--- config.mk ---
export PLATFORM = sky130hd
export DESIGN_NAME = callret_seq
export DESIGN_NICKNAME = d
export VERILOG_FILES = /design/src/rtl/crs_pkg.sv /design/src/rtl/crs_seq.sv /design/src/rtl/crs_state.sv /design/src/rtl/callret_seq.sv
export SDC_FILE = /design/constraint.sdc
export NUM_CORES = 1
export LEC_CHECK = 0
export BUFFER_PORTS_ARGS = -buffer_cell sky130_fd_sc_hd__buf_2
export CORE_MARGIN = 3
export CORE_UTILIZATION = 40
export CTS_CLUSTER_DIAMETER = 60
export CTS_CLUSTER_SIZE = 30
export DETAILED_ROUTE_END_ITERATION = 12
export PLACE_DENSITY = 0.65
export REMOVE_ABC_BUFFERS = 1
export SETUP_SLACK_MARGIN = 0.05
export SLEW_MARGIN = 20
export SYNTH_ARGS = -nofsm -noshare
export SYNTH_HDL_FRONTEND = slang
export SYNTH_SLANG_ARGS = --single-unit
--- constraint.sdc ---
create_clock -name clk -period 3.9 [get_ports clk]
set_input_delay 0.78 -clock clk [delete_from_list [all_inputs] [get_ports clk]]
set_output_delay 0.78 -clock clk [all_outputs]
set_load 0.05 [all_outputs]
--- src/rtl/crs_pkg.sv ---
package crs_pkg;

  typedef enum logic [2:0] {
    OP_CALL_REL   = 3'd0,
    OP_CALL_FAR   = 3'd1,
    OP_CALL_REG   = 3'd2,
    OP_RET_NEAR   = 3'd3,
    OP_RET_FAR    = 3'd4,
    OP_FRAME_OPEN = 3'd5,
    OP_FRAME_DROP = 3'd6,
    OP_RESERVED   = 3'd7
  } crs_op_e;

  typedef enum logic [1:0] {
    DST_IP   = 2'd0,
    DST_CS   = 2'd1,
    DST_BP   = 2'd2,
    DST_NONE = 2'd3
  } crs_dst_e;

  function automatic logic op_legal(input logic [2:0] op);
    return op != OP_RESERVED;
  endfunction

  function automatic logic op_two_words(input crs_op_e op);
    return (op == OP_CALL_FAR) || (op == OP_RET_FAR);
  endfunction

  function automatic logic op_pushes(input crs_op_e op);
    return (op == OP_CALL_REL) || (op == OP_CALL_FAR) ||
           (op == OP_CALL_REG) || (op == OP_FRAME_OPEN);
  endfunction

endpackage

--- src/rtl/crs_seq.sv ---
module crs_seq
  import crs_pkg::*;
#(
  parameter int W = 16
) (
  input  logic         clk,
  input  logic         rst_n,
  input  logic         cmd_valid,
  input  logic [2:0]   cmd_op,
  input  logic [W-1:0] cmd_ip,
  input  logic [W-1:0] cmd_cs,
  input  logic [W-1:0] cmd_arg,
  input  logic [W-1:0] cmd_seg,
  input  logic [W-1:0] cur_bp,
  input  logic         mem_ready,
  output logic         busy,
  output logic         done,
  output logic         accept,
  output logic         xfer,
  output logic         last,
  output logic         uop_push,
  output crs_dst_e     uop_dst,
  output logic [W-1:0] uop_wdata,
  output crs_op_e      op_q,
  output logic [W-1:0] ip_q,
  output logic [W-1:0] cs_q,
  output logic [W-1:0] arg_q,
  output logic [W-1:0] seg_q
);

  logic busy_q;
  logic step_q;
  logic done_q;

  assign accept = cmd_valid && !busy_q && op_legal(cmd_op);
  assign xfer   = busy_q && mem_ready;
  assign last   = step_q || !op_two_words(op_q);
  assign busy   = busy_q;
  assign done   = done_q;

  always_ff @(posedge clk or negedge rst_n) begin
    if (!rst_n) begin
      busy_q <= 1'b0;
      step_q <= 1'b0;
      done_q <= 1'b0;
      op_q   <= OP_CALL_REL;
      ip_q   <= '0;
      cs_q   <= '0;
      arg_q  <= '0;
      seg_q  <= '0;
    end else begin
      done_q <= xfer && last;
      if (accept) begin
        busy_q <= 1'b1;
        step_q <= 1'b0;
        op_q   <= crs_op_e'(cmd_op);
        ip_q   <= cmd_ip;
        cs_q   <= cmd_cs;
        arg_q  <= cmd_arg;
        seg_q  <= cmd_seg;
      end else if (xfer) begin
        if (last) begin
          busy_q <= 1'b0;
          step_q <= 1'b0;
        end else begin
          step_q <= 1'b1;
        end
      end
    end
  end

  // micro-operation for the current step
  always_comb begin
    uop_push  = op_pushes(op_q);
    uop_dst   = DST_NONE;
    uop_wdata = '0;
    case (op_q)
      OP_CALL_REL,
      OP_CALL_REG:   uop_wdata = ip_q;
      OP_CALL_FAR:   uop_wdata = step_q ? ip_q : cs_q;
      OP_RET_NEAR:   uop_dst   = DST_IP;
      OP_RET_FAR:    uop_dst   = step_q ? DST_CS : DST_IP;
      OP_FRAME_OPEN: uop_wdata = cur_bp;
      OP_FRAME_DROP: uop_dst   = DST_BP;
      default:       uop_dst   = DST_NONE;
    endcase
  end

  // the step index never runs past the second word of a far transfer
  assert_step_bound_R10: assert property (@(posedge clk) disable iff (!rst_n)
    (busy_q && step_q) |-> op_two_words(op_q));

endmodule

--- src/rtl/crs_state.sv ---
module crs_state
  import crs_pkg::*;
#(
  parameter int           W       = 16,
  parameter logic [W-1:0] SP_INIT = 16'h0100
) (
  input  logic         clk,
  input  logic         rst_n,
  input  logic         accept,
  input  logic [2:0]   cmd_op,
  input  logic         xfer,
  input  logic         last,
  input  logic         uop_push,
  input  crs_dst_e     uop_dst,
  input  crs_op_e      op_q,
  input  logic [W-1:0] ip_q,
  input  logic [W-1:0] cs_q,
  input  logic [W-1:0] arg_q,
  input  logic [W-1:0] seg_q,
  input  logic [W-1:0] rdata,
  output logic [W-1:0] sp,
  output logic [W-1:0] bp,
  output logic [W-1:0] ip_res,
  output logic [W-1:0] cs_res,
  output logic [W-1:0] addr
);

  localparam int BYTES = W / 8;

  function automatic logic [W-1:0] slot_below(input logic [W-1:0] p);
    return p - W'(BYTES);
  endfunction

  function automatic logic [W-1:0] slot_above(input logic [W-1:0] p);
    return p + W'(BYTES);
  endfunction

  logic [W-1:0] sp_step;
  logic [W-1:0] sp_n, bp_n, ip_n, cs_n;

  assign addr    = uop_push ? slot_below(sp) : sp;
  assign sp_step = uop_push ? slot_below(sp) : slot_above(sp);

  always_comb begin
    sp_n = sp;
    bp_n = bp;
    ip_n = ip_res;
    cs_n = cs_res;
    if (accept && (cmd_op == OP_FRAME_DROP)) begin
      sp_n = bp;
    end else if (xfer) begin
      sp_n = sp_step;
      case (uop_dst)
        DST_IP:  ip_n = rdata;
        DST_CS:  cs_n = rdata;
        DST_BP:  bp_n = rdata;
        default: ;
      endcase
      if (last) begin
        case (op_q)
          OP_CALL_REL: begin ip_n = ip_q + arg_q; cs_n = cs_q; end
          OP_CALL_FAR: begin ip_n = arg_q;        cs_n = seg_q; end
          OP_CALL_REG: begin ip_n = arg_q;        cs_n = cs_q; end
          OP_RET_NEAR: begin cs_n = cs_q; sp_n = sp_step + arg_q; end
          OP_RET_FAR:  sp_n = sp_step + arg_q;
          OP_FRAME_OPEN: begin
            bp_n = sp_step;
            sp_n = sp_step - arg_q;
            ip_n = ip_q;
            cs_n = cs_q;
          end
          OP_FRAME_DROP: begin ip_n = ip_q; cs_n = cs_q; end
          default: ;
        endcase
      end
    end
  end

  always_ff @(posedge clk or negedge rst_n) begin
    if (!rst_n) begin
      sp     <= SP_INIT;
      bp     <= '0;
      ip_res <= '0;
      cs_res <= '0;
    end else begin
      sp     <= sp_n;
      bp     <= bp_n;
      ip_res <= ip_n;
      cs_res <= cs_n;
    end
  end

  // a frame exit reads from the slot the base pointer named at accept
  assert_drop_reads_bp_R8: assert property (@(posedge clk) disable iff (!rst_n)
    (accept && cmd_op == OP_FRAME_DROP) |=> (addr == $past(bp)));

endmodule

--- src/rtl/callret_seq.sv ---
module callret_seq
  import crs_pkg::*;
#(
  parameter int           W       = 16,
  parameter logic [W-1:0] SP_INIT = 16'h0100
) (
  input  logic         clk,
  input  logic         rst_n,
  input  logic         cmd_valid,
  input  logic [2:0]   cmd_op,
  input  logic [W-1:0] cmd_ip,
  input  logic [W-1:0] cmd_cs,
  input  logic [W-1:0] cmd_arg,
  input  logic [W-1:0] cmd_seg,
  output logic         busy,
  output logic         done,
  output logic [W-1:0] ip_out,
  output logic [W-1:0] cs_out,
  output logic [W-1:0] sp_out,
  output logic [W-1:0] bp_out,
  output logic         mem_req,
  output logic         mem_we,
  output logic [W-1:0] mem_addr,
  output logic [W-1:0] mem_wdata,
  input  logic [W-1:0] mem_rdata,
  input  logic         mem_ready
);

  localparam int BYTES = W / 8;

  logic         acc_fire;
  logic         xfer_fire;
  logic         last_fire;
  logic         uop_push;
  crs_dst_e     uop_dst;
  logic [W-1:0] uop_wdata;
  crs_op_e      op_q;
  logic [W-1:0] ip_q, cs_q, arg_q, seg_q;

  crs_seq #(.W(W)) seq_i (
    .clk       (clk),
    .rst_n     (rst_n),
    .cmd_valid (cmd_valid),
    .cmd_op    (cmd_op),
    .cmd_ip    (cmd_ip),
    .cmd_cs    (cmd_cs),
    .cmd_arg   (cmd_arg),
    .cmd_seg   (cmd_seg),
    .cur_bp    (bp_out),
    .mem_ready (mem_ready),
    .busy      (busy),
    .done      (done),
    .accept    (acc_fire),
    .xfer      (xfer_fire),
    .last      (last_fire),
    .uop_push  (uop_push),
    .uop_dst   (uop_dst),
    .uop_wdata (uop_wdata),
    .op_q      (op_q),
    .ip_q      (ip_q),
    .cs_q      (cs_q),
    .arg_q     (arg_q),
    .seg_q     (seg_q)
  );

  crs_state #(.W(W), .SP_INIT(SP_INIT)) state_i (
    .clk      (clk),
    .rst_n    (rst_n),
    .accept   (acc_fire),
    .cmd_op   (cmd_op),
    .xfer     (xfer_fire),
    .last     (last_fire),
    .uop_push (uop_push),
    .uop_dst  (uop_dst),
    .op_q     (op_q),
    .ip_q     (ip_q),
    .cs_q     (cs_q),
    .arg_q    (arg_q),
    .seg_q    (seg_q),
    .rdata    (mem_rdata),
    .sp       (sp_out),
    .bp       (bp_out),
    .ip_res   (ip_out),
    .cs_res   (cs_out),
    .addr     (mem_addr)
  );

  assign mem_req   = busy;
  assign mem_we    = busy && uop_push;
  assign mem_wdata = uop_wdata;

  assert_req_hold_R9: assert property (@(posedge clk) disable iff (!rst_n)
    (mem_req && !mem_ready) |=> (mem_req && $stable(mem_we) &&
                                 $stable(mem_addr) && $stable(mem_wdata)));

  assert_busy_hold_R10: assert property (@(posedge clk) disable iff (!rst_n)
    (busy && !(xfer_fire && last_fire)) |=> busy);

  assert_done_after_busy_R10: assert property (@(posedge clk) disable iff (!rst_n)
    $fell(busy) |-> done);

  assert_done_idle_R10: assert property (@(posedge clk) disable iff (!rst_n)
    done |-> !busy);

  assert_push_slot_R2: assert property (@(posedge clk) disable iff (!rst_n)
    (mem_req && mem_we) |-> (mem_addr == sp_out - W'(BYTES)));

  assert_pop_slot_R5: assert property (@(posedge clk) disable iff (!rst_n)
    (mem_req && !mem_we) |-> (mem_addr == sp_out));

  assert_idle_quiet_R12: assert property (@(posedge clk) disable iff (!rst_n)
    (!busy && !acc_fire) |=> ($stable(sp_out) && $stable(bp_out) &&
                              $stable(ip_out) && $stable(cs_out) && !mem_req));

endmodule

## Yosys cells after proc, flatten, opt, wreduce, memory -nomap -nowiden

Index checks and enable logic that the tools add are counted.

- Register bits: 134
- Bits of input ports: 87
- Word-level logic and storage cells: 78

- $add $sub $neg: 5
- Equal/unequal tests: 10
- Multiplexer cells: 25
- Bitwise logic cells: 1
- Reductions and logical operators: 25

Operator list:

| operator | number |
|---|---|
| $mux W16 | 13 |
| $pmux W16 S3 | 2 |
| $pmux W16 S2 | 2 |
| $add A16 B16 Y16 | 2 |
| $add A16 B2 Y16 const B | 1 |
| $sub A16 B16 Y16 | 1 |
| $sub A16 B2 Y16 const B | 1 |
| $eq A3 B3 Y1 const B | 4 |
| $reduce_or A2 Y1 | 4 |
| $mux W1 | 7 |
| $eq A3 B2 Y1 const B | 2 |
| $logic_and A1 B1 Y1 | 6 |
| $pmux W2 S3 | 1 |
| $reduce_bool A2 Y1 | 3 |
| $logic_or A1 B1 Y1 | 5 |
| $reduce_or A5 Y1 | 1 |
| $reduce_and A2 Y1 | 2 |
| $eq A3 B1 Y1 const B | 1 |
| $logic_not A3 Y1 | 1 |
| $ne A3 B3 Y1 const B | 1 |
| $eq A2 B1 Y1 const B | 1 |
| $eq A2 B2 Y1 const B | 1 |
| $logic_not A1 Y1 | 2 |
| $logic_not A2 Y1 | 1 |
| $not A1 Y1 | 1 |

## Logic depth before layout (Yosys ltp)

- Depth after elaboration: 10
- Depth in mapped cells: 17
- Mapped depth without buffers: 16

## By module

Synthesis repeated with hierarchy kept, for this count alone.

- Cells, all modules: 970
- Area total of the unflattened synthesis: 9034.9 um2

Modules (own cells, without submodules):

| module | instances | cells each | area each (um2) |
|---|---|---|---|
| crs_state | 1 | 752 | 5906.9 |
| crs_seq | 1 | 216 | 3114.2 |
| callret_seq | 1 | 2 | 13.8 |

## Worst setup path before layout

Ideal clock, no wire load.

- Path type: reg2reg
- Start point: reg state_i.sp[3]
- End point: reg state_i.sp[15]
- Setup time: 0.126 ns
- Data arrival time: 3.556 ns
- Path slack: 0.218 ns
- Cell stages (with the launch flop): 17
- Buffers on the path: 1
- Clock period less this slack: 3.682 ns
- Path through: dfrtp_1 > clkbuf_1 > nor3_1 > nand3b_1 > or4_4 > nor3_1 > a31oi_1 > xor2_1 > inv_1 > ha_1 > a21oi_1 > o21ai_0 > a21oi_1 > o21ai_0 > xnor2_1 > mux2i_1 > nand2_1

- Word-level cells in the longest chain between the ends: 7
- Elaborated cells between the ends (all ways): 9
- Those cells by class: add/sub: 4; mux: 5

RTL lines:

| element | line | text |
|---|---|---|
| from (decl) | crs_state.sv:21 | `output logic [W-1:0] sp,` |
| from (signal assigned) | crs_state.sv:86 | `sp <= sp_n;` |
| $add A16 B2 Y16 / $sub A16 B2 Y16 (equally long branches) | crs_state.sv:35, crs_state.sv:31 |  |
| $mux W16 * | crs_state.sv:42 | `assign sp_step = uop_push ? slot_below(sp) : slot_above(sp);` |
| $sub A16 B16 Y16 / $add A16 B16 Y16 (equally long branches) | crs_state.sv:68, crs_state.sv:64, crs_state.sv:65 |  |
| $pmux W16 S2 | crs_state.sv:60 | `case (op_q)` |
| $mux W16 * | crs_state.sv:59 | `if (last) begin` |
| $mux W16 * | crs_state.sv:51 | `end else if (xfer) begin` |
| $mux W16 * | crs_state.sv:49 | `if (accept && (cmd_op == OP_FRAME_DROP)) begin` |

Every way passes the cells marked *; elsewhere a longest branch is shown, timed or not. The select of a mux whose other input is x is not followed.
A chain may end at the register's enable or synchronous reset.

## Worst setup path in the final report

- Start point: reg seq_i.op_q[0]
- End point: out mem_addr[15]

- Word-level cells in the longest chain between the ends: 5
- Elaborated cells between the ends (all ways): 8
- Those cells by class: eq/ne: 3; mux: 1; reduce/logical: 4

RTL lines:

| element | line | text |
|---|---|---|
| from (decl) | crs_seq.sv:24 | `output crs_op_e op_q,` |
| from (signal assigned) | crs_seq.sv:56 | `op_q <= crs_op_e'(cmd_op);` |
| $eq A3 B1 Y1 / $logic_not A3 Y1 (equally long branches) | crs_pkg.sv:30 | `return (op == OP_CALL_REL) \|\| (op == OP_CALL_FAR) \|\|` |
| $logic_or A1 B1 Y1 (2 in a row) | crs_pkg.sv:30 |  |
| $logic_or A1 B1 Y1 * | crs_pkg.sv:31 | `(op == OP_CALL_REG) \|\| (op == OP_FRAME_OPEN);` |
| $mux W16 * | crs_state.sv:41 | `assign addr = uop_push ? slot_below(sp) : sp;` |
| to (decl) | callret_seq.sv:23 | `output logic [W-1:0] mem_addr,` |

Every way passes the cells marked *; elsewhere a longest branch is shown, timed or not.

==> impl_metrics.csv <==
group,metric,value,unit
run_status,status,"complete, no violations",
job,cap_viol_max_count,0,
finish,fin_nets,1238,
logic_synthesis,async_flop_share,100,%
sta,worstMarginPinSlew,1.01,ns
sta,fmax,281,MHz
logic_synthesis,synth.distinct_cells,65,
grt,first_global_vias,7782,
clock_network,clockBufferDepth,2,
grt,grt_pass1_wl,43300,µm
worst_setup_path,required,3.12,ns
grt,overflow,0,
sta,setup_ws,0.342,ns
clock_network,cts-root-buf,"clkbuf_16",
sta,period_minus_slack,3.56,ns
clock_network,clock_sinks,134,
worst_setup_path,worstPathMaxFanout,6,
finish,layout-drive-gt1-share,30.0,%
placed_design,pre_cts_ws,0.344,ns
clock_network,cts_buffers,17,
logic_synthesis,yosysTopAreaCellShare,38.6,%
drt,drtIter0Drc,534,
drt,drc,0,
finish,mostFrequentLayoutCell,"buf_2",
floorplan,num_rows,53,
finish,layout_common_cells,"buf_2 (185), dfrtp_1 (133), nand2_1 (81), nor2_1 (78), o21ai_0 (78)",
grt,grt.total_usage,23.0,%
worst_setup_path,crit_type,"reg2out",
clock_network,clk_pin_slew_worst_paths,0.06,ns
finish,final_area,10600,µm²
drt,routed_wl,27400,µm
sta,drv_slew,0,
logic_synthesis,yosys.area.top_type,"dfrtp_1",
logic_synthesis,syn_inst,929,
placed_design,hpwl,20900,µm
drt,firstDrtPassIters,5,
worst_setup_path,endpoint_kind,"output port",
placed_design,port-buffer-count,186,
drt,viasPerCell,5.64,
floorplan,core,21100,µm²
placed_design,routabilityCongestion,0.908,
logic_synthesis,synth_area,8630,µm²
sta,setup_viol,0,
logic_synthesis,avgSynthCellArea,9.29,µm²
clock_network,cts_resized,0,
sta,slew_headroom,32.4,%
drt,routedWlPerCell,19.6,µm
logic_synthesis,synth-main-ff-cell,"dfrtp_1",
sta,finalHoldViolCount,0,
logic_synthesis,synth_edf_count,0,
drt,vias,7912,
worst_setup_path,crit_arrival,2.78,ns
finish,area_growth,22.6,%
logic_synthesis,yosysWarnings,0,
logic_synthesis,ys_seq_area_share,38.9,%
floorplan,io_pins,187,
floorplan,die_h,153,µm
floorplan,fp.dieW,153,µm
clock_network,post_cts_buffers,0,
sta,clock_skew,0.00763,ns
grt,antenna_found_initial,0,
finish,diodes,0,
min_path,hp-class,"in2async",
clock_network,h-tree-depth,4,
placed_design,place_area,9960,µm²
worst_setup_path,crit_path_start_kind,"flop",
drt,ant_nets,0,
sta,finalCritPeriodShare,91.2,%
floorplan,start_util,40.9,%
clock_network,cts_tree,"built",
clock_network,worstSkewPairLatency,0.42,ns
finish,fill_cells,2030,
logic_synthesis,ys_ff_latch,134,
floorplan,die-area,23400,µm²
grt,grt_max_degree,86,
sta,rsz0062_at_grt,"false",
logic_synthesis,synth_area_leaders,"dfrtp_1 (39%), mux2_2 (8.7%), ha_1 (5.1%), o21ai_0 (4.5%), a21oi_1 (3.7%)",
clock_network,hold_buffers,0,
[synth_stat cells, types with 7 or more instances]
master    number
nand4_1        7
nand2_1       81
a21o_1         9
nand2b_1      13
a21oi_1       64
a222oi_1      16
dfrtp_1      133
nor3_1        16
o22ai_1       32
mux2i_1       23
xor2_1        31
clkbuf_1      38
nor2_1        78
o21ai_0       78
nand3_1       14
a22oi_1       23
xnor2_1       35
inv_1         23
mux2_2        67
and3_1        12
ha_1          35
[layout make-up]
cell class                      count  area, µm²  share of cell area, %
Timing Repair Buffer              219       1200                   11.3
Inverter                           24       90.1                  0.852
Multi-Input combinational cell    718       4990                   47.2
Clock inverter                     15        178                   1.68
Clock buffer                       17        425                   4.02
Tap cell                          275        344                   3.25
Sequential cell                   134       3350                   31.7
[logic make-up (layout without fill, tap and decap cells)]
group / count (synthesis) / count (layout) / synth area share, %
adders and majority gates: 37 / 37 / 5.54
AOI/OAI and AO/OA: 273 / 273 / 20.0
buffers and inverters: 77 / 275 / 3.63
DFF: 134 / 134 / 38.9
xor gates and xnor gates: 66 / 66 / 6.70
and+or+nand+nor: 251 / 251 / 13.6
muxes: 91 / 91 / 11.7
[layer usage]
metal | vias to the layer above | wire length (µm) | track usage, %
li1 | 3776 | - | -
met1 | 3828 | 12400 | 31.9
met2 | 273 | 12700 | 36.8
met3 | 35 | 1710 | 4.47
met4 | 0 | 590 | 7.09
met5 | - | 0 | 0
[through the flow]
step | cells | util [%] | setup TNS (ns) | hold WS (ns)
2_1_floorplan | 876 | - | -0.966 | 0.478
3_3_place_gp | 1370 | 47.2 | 0 | 0.459
3_5_place_dp | 1370 | 47.2 | 0 | 0.476
4_1_cts | 1402 | 50.1 | 0 | 0.445
5_1_grt | 1402 | 50.2 | 0 | 0.455
6_report | 1402 | 50.2 | 0 | 0.405
[final timing paths]
| check | start | to | slack (ns) | cells past startpoint |
|---|---|---|---|---|
| min reg2reg | state_i.cs_res[12] | state_i.cs_res[12] | 0.49 | 2 |
| min | rst_n | seq_i.cs_q[1] | 0.40 | 1 |
| max reg2reg | seq_i.op_q[0] | state_i.sp[14] | 0.37 | 15 |
| min in group clk | state_i.cs_res[12] | state_i.cs_res[12] | 0.49 | 2 |
| max in group asynchronous | rst_n | state_i.sp[8] | 2.69 | 2 |
| max | seq_i.op_q[0] | mem_addr[15] | 0.34 | 7 |
[registers in the layout, indices dropped and copies added, names as in the netlist]
name            count
seq_i.step_q        1
seq_i.op_q          3
state_i.ip_res     16
seq_i.ip_q         16
state_i.sp         16
seq_i.seg_q        16
seq_i.arg_q        16
seq_i.cs_q         16
seq_i.done          1
seq_i.busy          1
state_i.cs_res     16
state_i.bp         16
[worst max-delay path, stage by stage, from the launching register on]
cell,delay [ns]
dfrtp_1,0.40
mux2i_4,0.31
buf_4,0.19
nand3_1,0.19
or3_2,0.52
nor4b_1,0.32
xor2_1,0.16
buf_2,0.27
Power is not shown: default switching activity piles up to over one toggle a cycle in this logic, so the estimate is an artifact.
